<file path="config.mk">
export PLATFORM = sky130hd
export DESIGN_NAME = spdif_cs_capture
export DESIGN_NICKNAME = d
export VERILOG_FILES = /design/src/rtl/spdif_cs_pkg.sv /design/src/rtl/cs_bit_collector.sv /design/src/rtl/cs_block_store.sv /design/src/rtl/cs_word_mux.sv /design/src/rtl/spdif_cs_capture.sv
export SDC_FILE = /design/constraint.sdc
export NUM_CORES = 1
export LEC_CHECK = 0
export ABC_CLOCK_PERIOD_IN_PS = 3090
export BUFFER_PORTS_ARGS = -buffer_cell sky130_fd_sc_hd__buf_2
export CORE_MARGIN = 2
export CORE_UTILIZATION = 63
export CTS_CLUSTER_SIZE = 40
export DETAILED_ROUTE_END_ITERATION = 7
export GPL_TIMING_DRIVEN = 0
export PLACE_DENSITY = 0.8
export RECOVER_POWER = 100
export SLEW_MARGIN = 5
export SYNTH_ARGS = -nofsm -noshare
export SYNTH_HDL_FRONTEND = slang
export SYNTH_HIERARCHICAL = 1
export SYNTH_SLANG_ARGS = --single-unit
</file>
<file path="constraint.sdc">
create_clock -name clk -period 3.09 [get_ports clk]
set_input_delay 0.7725 -clock clk [delete_from_list [all_inputs] [get_ports clk]]
set_output_delay 0.7725 -clock clk [all_outputs]
set_load 0.05 [all_outputs]
</file>
<file path="src/rtl/spdif_cs_pkg.sv">
package spdif_cs_pkg;
  localparam int unsigned CS_BLK_BITS = 192;
  localparam int unsigned CS_WORD_W   = 32;
  localparam int unsigned CS_SEL_W    = 3;
  localparam int unsigned CS_NWORDS   = CS_BLK_BITS / CS_WORD_W;
  localparam int unsigned CS_CNT_W    = $clog2(CS_BLK_BITS);

  typedef struct packed {
    logic cs_bit;
    logic chan_b;
    logic start;
  } cs_event_t;
endpackage

</file>
<file path="src/rtl/cs_bit_collector.sv">
module cs_bit_collector #(
  parameter int unsigned BLK_BITS = 192,
  localparam int unsigned CNT_W   = $clog2(BLK_BITS)
) (
  input  logic                clk,
  input  logic                rst_n,
  input  logic                src_b,
  input  logic                ev_take,
  input  spdif_cs_pkg::cs_event_t ev,
  output logic                commit,
  output logic [BLK_BITS-1:0] full_blk
);
  localparam logic [CNT_W-1:0] LAST = CNT_W'(BLK_BITS - 1);

  logic [BLK_BITS-1:0] shadow_q;
  logic [CNT_W-1:0]    pos_q;
  logic                armed_q;
  logic                src_q;
  logic                src_chg;
  logic                hit;

  assign src_chg = (src_b != src_q);
  assign hit     = ev_take && (ev.chan_b == src_b) && !src_chg;
  assign commit  = hit && !ev.start && armed_q && (pos_q == LAST);

  always_comb begin
    full_blk       = shadow_q;
    full_blk[LAST] = ev.cs_bit;
  end

  always_ff @(posedge clk or negedge rst_n) begin
    if (!rst_n) begin
      shadow_q <= '0;
      pos_q    <= '0;
      armed_q  <= 1'b0;
      src_q    <= 1'b0;
    end else begin
      src_q <= src_b;
      if (src_chg) begin
        armed_q <= 1'b0;
        pos_q   <= '0;
      end else if (hit) begin
        if (ev.start) begin
          shadow_q[0] <= ev.cs_bit;
          pos_q       <= CNT_W'(1);
          armed_q     <= 1'b1;
        end else if (armed_q) begin
          shadow_q[pos_q] <= ev.cs_bit;
          if (pos_q == LAST) begin
            pos_q   <= '0;
            armed_q <= 1'b0;
          end else begin
            pos_q <= pos_q + CNT_W'(1);
          end
        end
      end
    end
  end

  AST_START_ARMS: assert property (@(posedge clk) disable iff (!rst_n)
    (hit && ev.start) |=> (armed_q && pos_q == CNT_W'(1)));
  AST_POS_BOUND: assert property (@(posedge clk) disable iff (!rst_n)
    armed_q |-> (pos_q <= LAST));
  AST_IDLE_AFTER_COMMIT: assert property (@(posedge clk) disable iff (!rst_n)
    commit |=> !armed_q);
  AST_SRC_DROPS: assert property (@(posedge clk) disable iff (!rst_n)
    src_chg |=> !armed_q);
endmodule

</file>
<file path="src/rtl/cs_block_store.sv">
module cs_block_store #(
  parameter int unsigned BLK_BITS = 192
) (
  input  logic                clk,
  input  logic                rst_n,
  input  logic                commit,
  input  logic [BLK_BITS-1:0] full_blk,
  output logic [BLK_BITS-1:0] blk_q
);
  always_ff @(posedge clk or negedge rst_n) begin
    if (!rst_n)      blk_q <= '0;
    else if (commit) blk_q <= full_blk;
  end

  AST_HOLD_NO_COMMIT: assert property (@(posedge clk) disable iff (!rst_n)
    !$past(commit) |-> $stable(blk_q));
endmodule

</file>
<file path="src/rtl/cs_word_mux.sv">
module cs_word_mux #(
  parameter int unsigned BLK_BITS = 192,
  parameter int unsigned WORD_W   = 32,
  parameter int unsigned SEL_W    = 3,
  localparam int unsigned NWORDS  = BLK_BITS / WORD_W
) (
  input  logic [BLK_BITS-1:0] blk,
  input  logic [SEL_W-1:0]    sel,
  output logic [WORD_W-1:0]   word
);
  logic [WORD_W-1:0] words [NWORDS];

  for (genvar w = 0; w < NWORDS; w++) begin : g_slice
    assign words[w] = blk[w*WORD_W +: WORD_W];
  end

  always_comb begin
    word = '0;
    for (int i = 0; i < NWORDS; i++) begin
      if (sel == SEL_W'(i)) word = words[i];
    end
  end
endmodule

</file>
<file path="src/rtl/spdif_cs_capture.sv">
module spdif_cs_capture
  import spdif_cs_pkg::*;
#(
  parameter int unsigned BLK_BITS = CS_BLK_BITS,
  parameter int unsigned WORD_W   = CS_WORD_W,
  parameter int unsigned SEL_W    = CS_SEL_W,
  localparam int unsigned NWORDS  = BLK_BITS / WORD_W
) (
  input  logic              clk,
  input  logic              rst_n,
  input  logic              src_b,
  input  logic              ev_valid,
  output logic              ev_ready,
  input  logic              ev_cs_bit,
  input  logic              ev_chan_b,
  input  logic              ev_start,
  input  logic [SEL_W-1:0]  rd_sel,
  output logic [WORD_W-1:0] rd_word
);
  cs_event_t           ev;
  logic                commit;
  logic [BLK_BITS-1:0] full_blk;
  logic [BLK_BITS-1:0] blk_q;

  assign ev_ready = 1'b1;
  assign ev = '{cs_bit: ev_cs_bit, chan_b: ev_chan_b, start: ev_start};

  cs_bit_collector #(.BLK_BITS(BLK_BITS)) u_coll (
    .clk(clk), .rst_n(rst_n), .src_b(src_b),
    .ev_take(ev_valid && ev_ready), .ev(ev),
    .commit(commit), .full_blk(full_blk)
  );

  cs_block_store #(.BLK_BITS(BLK_BITS)) u_store (
    .clk(clk), .rst_n(rst_n), .commit(commit),
    .full_blk(full_blk), .blk_q(blk_q)
  );

  cs_word_mux #(.BLK_BITS(BLK_BITS), .WORD_W(WORD_W), .SEL_W(SEL_W)) u_mux (
    .blk(blk_q), .sel(rd_sel), .word(rd_word)
  );

  AST_SEL_HIGH_ZERO: assert property (@(posedge clk) disable iff (!rst_n)
    (rd_sel >= SEL_W'(NWORDS)) |-> (rd_word == '0));
endmodule

</file>
== Word-level counts from Yosys, hierarchy flattened ==
Index checks and enable logic that the tools add are counted.
Cells by class
  multiply operators: 0
  $lt $le $gt $ge: 2
  div/mod/pow operators: 0
  multiplexer cells: 21
  bitwise logic cells: 2
  add/sub/neg operators: 1
  shifts and indexed selects: 0
  eq/ne operators: 8
  reduce and logical (&&, ||, !) cells: 15
Operators with widths (number)
  $bwmux W192: 1
  $mux W32: 6
  $mux W8: 5
  $lt A8 B9 Y1 const B: 1
  $add A8 B1 Y8 const B: 1
  $demux W1 S8: 1
  $eq A8 B8 Y1 const B: 1
  $ge A8 B1 Y1 const B: 1
  $mux W1: 8
  $eq A3 B2 Y1 const B: 2
  $eq A3 B3 Y1 const B: 2
  $logic_and A1 B1 Y1: 6
  $reduce_and A4 Y1: 1
  $reduce_bool A2 Y1: 2
  $eq A3 B1 Y1 const B: 1
  $logic_not A3 Y1: 1
  $reduce_and A3 Y1: 1
  $reduce_bool A3 Y1: 1
  $logic_not A1 Y1: 2
  $not A1 Y1: 2
  $reduce_and A2 Y1: 1
  $eq A1 B1 Y1: 1
  $ne A1 B1 Y1: 1
Word-level totals
  bits in registers: 394
  memory bits (read-only): 0
  memory bits (writable): 0
  bits of input ports: 10
  bits in latches: 0
  memories kept: 0

== Depth between registers and ports, before layout ==
  depth after elaboration: 7
  mapped depth: 9
  depth with buffers taken out: 6

== By module ==
The synthesis kept the hierarchy.
Modules (own cells, without submodules)
  cs_bit_collector: times used 1, area an instance 9057.4 um^2, cells each 750
  cs_block_store: times used 1, area an instance 7196.9 um^2, cells each 405
  cs_word_mux: times used 1, area an instance 1913.1 um^2, cells each 198
  spdif_cs_capture: times used 1, area an instance 11.3 um^2, cells each 2

== Least setup slack after synthesis ==
No wires, ideal clock.
  kind: input to output
  start point: in rd_sel[2]
  end point: out rd_word[3]
  stages: 5
  data required time: 2.318 ns
  setup slack: -0.198 ns
  arrival time: 2.515 ns
  path through: buf_4 > buf_6 > buf_6 > o32ai_2 > a221oi_1
Between the ends
  word-level cells in the longest chain between the ends: 7
Ends and longest elaborated chain
  start, declared: line spdif_cs_capture.sv:17  | input logic [SEL_W-1:0] rd_sel,
  $logic_not A3 Y1: line cs_word_mux.sv:20  | if (sel == SEL_W'(i)) word = words[i];
  $mux W32 (5 in series): line cs_word_mux.sv:20
  $mux W32 (*): line cs_word_mux.sv:20
  end, declared: line spdif_cs_capture.sv:18  | output logic [WORD_W-1:0] rd_word
Every way passes the cells marked *; elsewhere a longest branch is shown, timed or not.

== Worst setup path in the final report ==
  start point: in rd_sel[2]
  end point: out rd_word[23]
Same word-level chain as after synthesis.

==> impl_metrics.tcl <==
set metrics [dict create \
    irDropWorstVdd_mv 0.408 \
    post_synth_and_or_nand_nor_area_fraction_pct 6.32 \
    synth.mux.area_fraction_pct 25.8 \
    detail_route.wl_per_cell_um 25.6 \
    worstSetupEndpointType "primary output" \
    clock_insertion_delay_worst_skew_ps 530 \
    hold_start "src_b" \
    yosys_warnings 6 \
    place.detailed.instances 1780 \
    grt_use_total_pct 31.8 \
    fmax_mhz 324 \
    num_vias 11809 \
    grt.overflow.total 0 \
    final_area_um2 20000 \
    design.final.nets 1452 \
    synth_top_cell_area_share_pct 54.1 \
    syn_inst 1355 \
    initial_utilization_pct 63.7 \
    dp_hpwl_mm 32.0 \
    cp_max_fo 10 \
    yosysMostFrequentCell "sky130_fd_sc_hd__dfrtp_1" \
    place.gp.congestion 0.904 \
    ctsLongestPathBuffers 3 \
    synth.avg_cell_area_um2 13.4 \
    design.die.area_um2 30200 \
    post-route-period-util_pct 99.8 \
    synth_commonest_cells "sky130_fd_sc_hd__dfrtp_1 (393), sky130_fd_sc_hd__mux2_2 (370), sky130_fd_sc_hd__nor2_1 (135)" \
    setup.worst_path.start "rd_sel[2]" \
    cts_buffers 41 \
    timing.critical_path.arrival_ps 2310 \
    multiInputGateArea_um2 7480 \
    postSynth.topFlopCell "sky130_fd_sc_hd__dfrtp_1" \
    status "complete, but fails checks" \
    net_count_synth 1369 \
    worst_r2r_startpoint "u_coll/pos_q[0]$_DFFE_PN0P_" \
    final.fill_count 2041 \
    drive_above_1_share_pct 40.0 \
    synth_seq_area_share_pct 54.1 \
    fin_cells 1848 \
    maxSlewHeadroom_pct -7.09 \
    postCtsSetupRepairBufs 0 \
    grt_first_pass_wirelength_mm 72.3 \
    crit_path_top_delay_cell "sky130_fd_sc_hd__a221oi_2" \
    ys_ff_latch 393 \
    min_period_ps 3080 \
    cap_viol_max_count 1 \
    worst_slew_pin_slew_ps 1610 \
    vias_per_cell 6.39 \
    buffer_ports.inserted 38 \
    main_combinational_cell_family_by_area_after_synthesis "multiplexers" \
    clkSlewWorstSetupHoldPaths_ps 50 \
    critPathRequiredTime_ps 2320 \
    rows 62 \
    critical_path.n_buffers_inverters 4 \
    synth_fa_ha_area_share_pct 0.275 \
    fin_total_pwr_uw 10600 \
    antenna_left 0 \
    dp_slack_ps -266 \
    cts_htree_levels 2 \
    clock_sinks 393 \
    synthTopCellsByArea "sky130_fd_sc_hd__dfrtp_1 (54%), sky130_fd_sc_hd__mux2_2 (23%), sky130_fd_sc_hd__nor2_1 (2.8%)" \
    drt-initial-drc-count 991 \
    worstHoldPathType "in -> reg" \
    postCtsHoldBufs 0 \
    total_setup_violations_reported_at_the_end_of_the_flow 0 \
    timing.critical_path.cells "buf_2 -> clkinv_1 -> clkbuf_4 -> o21ai_0 -> a221oi_2 -> clkbuf_2" \
    asyncSetResetFlopFracSynth_pct 100 \
    power-per-cell-area_nw_per_um2 529 \
    report.final.hold_viol_count 0 \
    startpoint_type "primary input" \
    failed_checks "capacitance limit, slew limit" \
    detailedRoute.firstPassIterationCount 4 \
    synth_area_leader_cell "sky130_fd_sc_hd__dfrtp_1" \
    boundary_pins 43 \
    hold_ws_ps 391 \
    die_w_um 174 \
    finalWorstSetupSlack_ps 5.48 \
    dieHeight_um 174 \
    parity_gate_share_of_the_synthesized_area_counting_xor_and_xnor_cells_pct 0.0482 \
    core_region_area_um2 28500 \
    synth_enable_flop_cells 0 \
    initial_antenna_violation_count 1 \
    ys_types 54 \
    grt_max_degree 122 \
    worst_path_dominant_cell_family "buffers and inverters" \
    drcViolationCount 0 \
    number_of_global_route_vias_before_repair 12429 \
    synth_compound_gate_area_share_pct 9.43 \
    area_growth_syn_to_layout_pct 9.81 \
    cts-root-buf "sky130_fd_sc_hd__clkbuf_16" \
    timing.final.max_slew_violations 62 \
    placement.cell_area_um2 18900 \
    crit_path_max_incr_delay_ps 340 \
    syn-cell-area_um2 18200 \
    final-seq-area_um2 9830 \
    clock-skew-final_ps 12.2 \
    cellLeakagePower_uw 0.00961 \
    total_routed_wirelength_mm 47.2 \
    tritoncts "done" \
    antenna_cells 0 \
    crit_type "in -> out" \
]
cell families (layout without fill, tap and decap cells):
kind of cell / Yosys count / after routing
adders and majority gates: 4 / 4
xor gates and xnor gates: 1 / 1
AOI/OAI and AO/OA: 166 / 166
and+or+nand+nor: 266 / 266
other: 1 / 1
muxes: 415 / 415
buffers and inverters: 109 / 218
DFF: 393 / 393
per-stage QoR:
stage          utilization, %  setup TNS (ps)
6_report                 69.9               0
5_1_grt                  69.9            -163
4_1_cts                  70.9               0
3_5_place_dp             66.4           -4010
3_3_place_gp             66.0        -2451960
2_1_floorplan               -            -906
placed cells by master (no fill, tap or decap), types with 4 or more instances in the layout:
cell,netlist,routed
sky130_fd_sc_hd__buf_4,8,7
sky130_fd_sc_hd__mux2_2,370,369
sky130_fd_sc_hd__buf_6,37,16
sky130_fd_sc_hd__and3_1,6,6
sky130_fd_sc_hd__o32ai_2,30,30
sky130_fd_sc_hd__clkbuf_4,0,22
sky130_fd_sc_hd__o2111ai_1,0,8
sky130_fd_sc_hd__inv_1,5,5
sky130_fd_sc_hd__a31oi_1,4,4
sky130_fd_sc_hd__clkbuf_8,0,7
sky130_fd_sc_hd__and2_1,14,14
sky130_fd_sc_hd__clkbuf_2,1,30
sky130_fd_sc_hd__dfrtp_1,393,393
sky130_fd_sc_hd__ha_1,4,4
sky130_fd_sc_hd__o21ai_0,39,37
sky130_fd_sc_hd__nor2b_1,4,4
sky130_fd_sc_hd__clkbuf_1,43,59
sky130_fd_sc_hd__nor2_1,135,135
sky130_fd_sc_hd__nand2_1,81,81
sky130_fd_sc_hd__o22ai_1,32,32
sky130_fd_sc_hd__nand3_1,9,9
sky130_fd_sc_hd__buf_2,13,21
sky130_fd_sc_hd__a221oi_2,27,29
sky130_fd_sc_hd__clkbuf_16,0,41
sky130_fd_sc_hd__mux2_1,42,45
power by group:
| part | switching (uW) | internal [uW] |
|---|---|---|
| clock | 1920 | 2780 |
| sequential | 9.61 | 5150 |
| combinational | 521 | 167 |
registers in the layout (all words and copies together), names as in the netlist:
| register | cells |
|---|---|
| u_coll/armed_q | 1 |
| u_coll/pos_q | 8 |
| u_coll/shadow_q | 191 |
| u_coll/src_q | 1 |
| u_store/blk_q | 192 |
timing repair:
| action | 4_1_cts | 5_1_grt |
|---|---|---|
| endpoints found under the hold margin | 0 | 0 |
| gates resized for setup | 18 | 17 |
| endpoints found under the setup margin | 203 | 182 |
| pin swaps | 0 | 0 |
path summary, 6_finish.rpt:
check | to | slack [ps] | cells after the start
max in group asynchronous | u_store/blk_q[80]$_DFFE_PN0P_ | 630 | 3
min in group asynchronous | u_coll/shadow_q[184]$_DFFE_PN0P_ | 660 | 1
max | rd_word[23] | 5 | 6
max reg2reg | u_store/blk_q[155]$_DFFE_PN0P_ | 120 | 8
min reg2reg | u_coll/shadow_q[71]$_DFFE_PN0P_ | 480 | 1
min | u_coll/src_q$_DFF_PN0_ | 390 | 1
area by class of cell:
class	instances	area share (%)
buffer	101	3.01
timing repair buffer	41	1.33
clock buffer	63	5.90
clock inverter	6	0.445
tap	384	2.41
inverter	7	0.150
sequential	393	49.3
multi-input combinational	853	37.5
layer usage:
layer	routed length [um]	vias up	GRT usage, %
li1	-	5034	-
met5	0	-	0
met2	23000	490	53.2
met1	18100	6125	40.7
met3	2870	160	3.82
met4	3260	0	17.7
Power figures use the tool's default switching activity.
